`src/rtl/strap_pkg.sv`:
```
package strap_pkg;
  typedef enum logic [1:0] {
    PH_SAMPLE = 2'd0,
    PH_LATCH  = 2'd1,
    PH_DRIVE  = 2'd2
  } strap_phase_t;
endpackage

```
`src/rtl/strap_sync.sv`:
```
module strap_sync #(
  parameter int W      = 5,
  parameter int STAGES = 2
) (
  input  logic         clk,
  input  logic         rst_n,
  input  logic [W-1:0] d,
  output logic [W-1:0] q
);
  logic [W-1:0] sh [STAGES];

  for (genvar g = 0; g < STAGES; g++) begin : g_stage
    always_ff @(posedge clk or negedge rst_n) begin
      if (!rst_n) sh[g] <= '0;
      else if (g == 0) sh[g] <= d;
      else sh[g] <= sh[(g == 0) ? 0 : g-1];
    end
  end

  assign q = sh[STAGES-1];
endmodule

```
`src/rtl/strap_window_timer.sv`:
```
module strap_window_timer #(
  parameter int WIN_CYCLES = 28636
) (
  input  logic clk,
  input  logic rst_n,
  input  logic en,
  output logic expire
);
  localparam int CW = (WIN_CYCLES > 2) ? $clog2(WIN_CYCLES) : 1;
  localparam logic [CW-1:0] LAST = CW'(WIN_CYCLES - 1);

  logic [CW-1:0] cnt;

  assign expire = en && (cnt == LAST);

  always_ff @(posedge clk or negedge rst_n) begin
    if (!rst_n) cnt <= '0;
    else if (en && !expire) cnt <= cnt + 1'b1;
  end
endmodule

```
`src/rtl/strap_capture.sv`:
```
module strap_capture #(
  parameter int W = 5
) (
  input  logic         clk,
  input  logic         rst_n,
  input  logic         cap,
  input  logic [W-1:0] d,
  output logic [W-1:0] q
);
  always_ff @(posedge clk or negedge rst_n) begin
    if (!rst_n) q <= '0;
    else if (cap) q <= d;
  end
endmodule

```
`src/rtl/strap_seq_ctrl.sv`:
```
module strap_seq_ctrl
  import strap_pkg::*;
#(
  parameter int N_FS        = 4,
  parameter int WIN_CYCLES  = 28636,
  parameter int SYNC_STAGES = 2
) (
  input  logic            clk,
  input  logic            pwr_ok,
  input  logic [N_FS:0]   pad_in,
  output logic [N_FS:0]   pad_oe,
  output logic [N_FS-1:0] fs_sel,
  output logic            mode_sel,
  output logic            cfg_valid,
  output logic            ref_out_en,
  output logic            stop_in_sel
);
  localparam int NPIN = N_FS + 1;

  strap_phase_t phase;
  logic [NPIN-1:0] pad_s;
  logic [NPIN-1:0] cfg_q;
  logic            expire;
  logic            drive;

  strap_sync #(.W(NPIN), .STAGES(SYNC_STAGES)) u_sync (
    .clk(clk), .rst_n(pwr_ok), .d(pad_in), .q(pad_s)
  );

  strap_window_timer #(.WIN_CYCLES(WIN_CYCLES)) u_timer (
    .clk(clk), .rst_n(pwr_ok), .en(phase == PH_SAMPLE), .expire(expire)
  );

  strap_capture #(.W(NPIN)) u_cap (
    .clk(clk), .rst_n(pwr_ok), .cap(expire), .d(pad_s), .q(cfg_q)
  );

  always_ff @(posedge clk or negedge pwr_ok) begin
    if (!pwr_ok) phase <= PH_SAMPLE;
    else begin
      case (phase)
        PH_SAMPLE: if (expire) phase <= PH_LATCH;
        PH_LATCH:  phase <= PH_DRIVE;
        default:   phase <= PH_DRIVE;
      endcase
    end
  end

  assign drive       = (phase == PH_DRIVE);
  assign cfg_valid   = (phase != PH_SAMPLE);
  assign pad_oe      = {NPIN{drive}};
  assign fs_sel      = cfg_q[N_FS-1:0];
  assign mode_sel    = cfg_q[N_FS];
  assign ref_out_en  = drive && cfg_q[N_FS];
  assign stop_in_sel = drive && !cfg_q[N_FS];
endmodule

```
`config.mk`:
```
export PLATFORM = sky130hd
export DESIGN_NAME = strap_seq_ctrl
export DESIGN_NICKNAME = d
export VERILOG_FILES = /design/src/rtl/strap_pkg.sv /design/src/rtl/strap_sync.sv /design/src/rtl/strap_window_timer.sv /design/src/rtl/strap_capture.sv /design/src/rtl/strap_seq_ctrl.sv
export SDC_FILE = /design/constraint.sdc
export NUM_CORES = 1
export LEC_CHECK = 0
export BUFFER_PORTS_ARGS = -buffer_cell sky130_fd_sc_hd__buf_4
export CELL_PAD_IN_SITES_DETAIL_PLACEMENT = 1
export CELL_PAD_IN_SITES_GLOBAL_PLACEMENT = 1
export CORE_UTILIZATION = 47
export CTS_CLUSTER_DIAMETER = 120
export DETAILED_ROUTE_END_ITERATION = 6
export PLACE_DENSITY_LB_ADDON = 0.12
export SKIP_CTS_REPAIR_TIMING = 1
export SYNTH_ARGS = -nofsm -noshare
export SYNTH_HDL_FRONTEND = slang
export SYNTH_SLANG_ARGS = --single-unit
```
`constraint.sdc`:
```
create_clock -name clk -period 3.15 [get_ports clk]
set_input_delay 0.4725 -clock clk [delete_from_list [all_inputs] [get_ports clk]]
set_output_delay 0.4725 -clock clk [all_outputs]
set_load 0.02 [all_outputs]
```
==> key figures <==
Floorplan
  – Die area: ~3000 um^2
  – FP Rows: 18
  – Starting Density: between 50% and 60%
  – Die height: 54.34 um
  – Core Box Area: about 2500 um^2
  – Chip Width: between 50 and 60 um
  – IO Count: 20

Detailed routing
  – Vias per cell: 5.351
  – Drt pass-1 iters: 4
  – Total length of routed wires: roughly 2300 um
  – Vias: roughly 790
  – Iter 0 DRT Violations: 13
  – Post-route ant nets: 0
  – DRC: 0
  – Wire per inst: approximately 15 um

Logic synthesis
  – Post-Synthesis Cells: 96
  – Ys async rst share: 100.0%
  – Adder-Cell Fraction of Synth Area: less than 1%
  – Main flop type after synthesis: dfrtp_1
  – Yosys reg bits: 32
  – Cell with the most instances after synthesis: dfrtp_1
  – Syn_area_per_cell: around 13 um^2
  – Post-synthesis sequential area ratio: 62.20%
  – XOR/XNOR Fraction of Synth Area: under 10%
  – Yosys top cell area share: around 62%
  – Mapped cell area: around 1300 um^2
  – Compound-gate portion of the synthesized area: 0%
  – Simple-Gate Fraction of Synth Area: 18.27%
  – Synth top cells by count: dfrtp_1 (32), xor2_1 (11), mux2_2 (6), nor2_1 (6), nor4_1 (6)
  – Unique masters post-synth: 22
  – Post-synthesis mux area share: around 5.2%
  – Synth warnings: 0
  – Dominant cell type by area after synthesis: dfrtp_1
  – Synth top area cells: dfrtp_1 (62%), xor2_1 (7.5%), mux2_2 (5.2%)
  – Post-synth EDFFs: 0
  – Syn nets: about 100
  – Main combinational cell family by area after synthesis: simple AND/OR/NAND/NOR gates

Critical path
  – Maximum fanout along the worst path: 6
  – Critical Path, Cell by Cell: nor2_1 -> inv_1 -> buf_4
  – Worst setup EP type: output port
  – Crit-path slowest cell: nor2_1
  – Arrival @ worst endpoint: 1.52 ns
  – WS Path Type: reg -> out
  – Crit start category: flip-flop
  – Req. time, crit path: 2.68 ns
  – Slowest Stage Delay on Critical Path: 0.43 ns

STA
  – Setup slack after layout: 1.161 ns
  – Setup_tns: 0 ns
  – Setup Skew: 0.006020 ns
  – Worst-margin pin slew: ~0.57 ns
  – Final period util: 63.15%
  – Finish-stage setup viols: 0
  – Fin. Hold Viols: 0
  – RSZ-0062 raised after global routing: no
  – Peak Freq: around 0.50 GHz
  – Minimum clock period: just under 2 ns
  – Pins Over Slew Limit: 0
  – Relative slew slack: between 60% and 70%

Placement
  – Pre-CTS setup slack: 1.267 ns
  – RePlAce Congestion: approximately 0.7
  – Port buffer count: 19
  – HPWL after DPL: approximately 1700 um
  – Post-DP Area: around 1400 um^2

Clock network
  – CTS max path bufs: 2
  – Clock slew at reported path FFs: approximately 0.10 ns
  – CTS HTree Levels: 2
  – Worst-skew pair later-pin latency: between 0.3 and 0.4 ns
  – CTS root buf: clkbuf_4
  – Total CTS buffers: 5
  – Clock Sinks: 32
  – TritonCTS clock tree: yes

Final layout
  – Final Cell Area: ~1500 um^2
  – Layout cells sized above 1: between 30% and 40%
  – P&R area growth vs syn: 15.84%
  – Diode count: 0
  – Layout net count: 125
  – Fillers: 272

Global route
  – Grt ovf: 0
  – First-pass GRT wire length: 3857 um
  – Largest net degree at the start of global routing: 33
  – GRT Total Usage: 19.42%
  – Initial antenna violation count: 0
  – Vias in the first global route: approximately 850

Power
  – Pwr per Cell Area: 444.2 nW/um^2
  – Total power draw: 0.0006625 W
  – Lkg Pwr: between 0.7 and 0.8 nW
  – Max VDD drop: 0.3720 mV

Status
  – Status: completed

Flow run
  – Maximum capacitance violations: 0

Hold path
  – Worst min path class: in -> async
## where the power goes
group | internal [W] | leakage (nW) | switching, W | total [W]
sequential | 0.000417 | 0.410 | 0.00000175 | 0.000419
combinational | 0.00000472 | 0.330 | 0.00000818 | 0.0000129
clock | 0.0000878 | 0.0274 | 0.000143 | 0.000231
total | 0.000509 | 0.767 | 0.000153 | 0.000662
## flip-flops by register name, summed over array words and instances (netlist names)
register / count
u_sync.q: 5
phase: 2
u_cap.q: 5
u_sync.sh: 5
u_timer.cnt: 15
## area by class of cell
class / instances / area (um^2) / share of cell area, %
clock inverters: 3 / 23.77 / 1.594
clock buffers: 5 / 37.54 / 2.517
inverters: 3 / 11.26 / 0.7550
well taps: 30 / 37.54 / 2.517
multi-input cells: 56 / 437.9 / 29.36
flip-flops and latches: 32 / 800.8 / 53.69
repair buffers: 19 / 142.6 / 9.564
## cell usage in the layout, fill, tap and decap left out
master | synthesis | layout
inv_1 | 3 | 3
nand4_2 | 1 | 1
nor4_1 | 6 | 6
xor2_1 | 11 | 11
clkbuf_4 | 0 | 5
nand3_1 | 3 | 3
clkinvlp_4 | 0 | 2
nand2_1 | 5 | 5
or4bb_1 | 1 | 1
nand2_4 | 1 | 1
nand4b_1 | 1 | 1
and4b_2 | 1 | 1
nor4_4 | 1 | 1
clkinv_4 | 0 | 1
buf_4 | 5 | 19
ha_1 | 1 | 1
mux2_2 | 6 | 6
and4_2 | 1 | 1
nand4_1 | 4 | 4
nor2b_1 | 2 | 2
nand4bb_1 | 1 | 1
xnor2_1 | 3 | 3
and2_1 | 1 | 1
dfrtp_1 | 32 | 32
nor2_1 | 6 | 6
## logic make-up (layout without fill, tap and decap cells)
group	count (synthesis)	after routing
buffers and inverters	8	30
xor gates and xnor gates	14	14
and+or+nand+nor	35	35
DFF	32	32
adders and majority gates	1	1
muxes	6	6
## critical path: cells and delay by family (launching register included)
| family | cells | cell delay [ns] |
|---|---|---|
| buffers and inverters | 2 | 0.36 |
| DFF | 1 | 0.40 |
| and+or+nand+nor | 1 | 0.43 |
## routing by layer
layer,wire length [um],vias to the layer above,global-route usage [%]
met3,85,2,7.500
li1,-,371,-
met2,1190,17,31.91
met1,991,402,23.24
met5,0,-,0
met4,19,0,6.410
## final timing paths
kind / cells past startpoint / to / start / slack [ns]
max in group asynchronous: 1 / u_cap.q[0] / pwr_ok / 2.80
min in group clk: 1 / u_sync.sh[7] / pad_in[2] / 0.25
max: 3 / cfg_valid / phase[1] / 1.16
max reg2reg: 5 / u_timer.cnt[1] / u_timer.cnt[0] / 1.26
min reg2reg: 0 / u_sync.q[2] / u_sync.sh[7] / 0.36
min: 1 / u_timer.cnt[14] / pwr_ok / 0.07
## through the flow
step	cells	hold WS (ns)	utilization (%)
2_1_floorplan	96	0.1769	-
3_3_place_gp	140	0.3322	56.70
3_5_place_dp	140	0.3365	56.70
4_1_cts	148	0.06227	59.13
5_1_grt	148	0.07169	59.13
6_report	148	0.06818	59.13
Note: power is estimated with default switching activity, not from simulation.
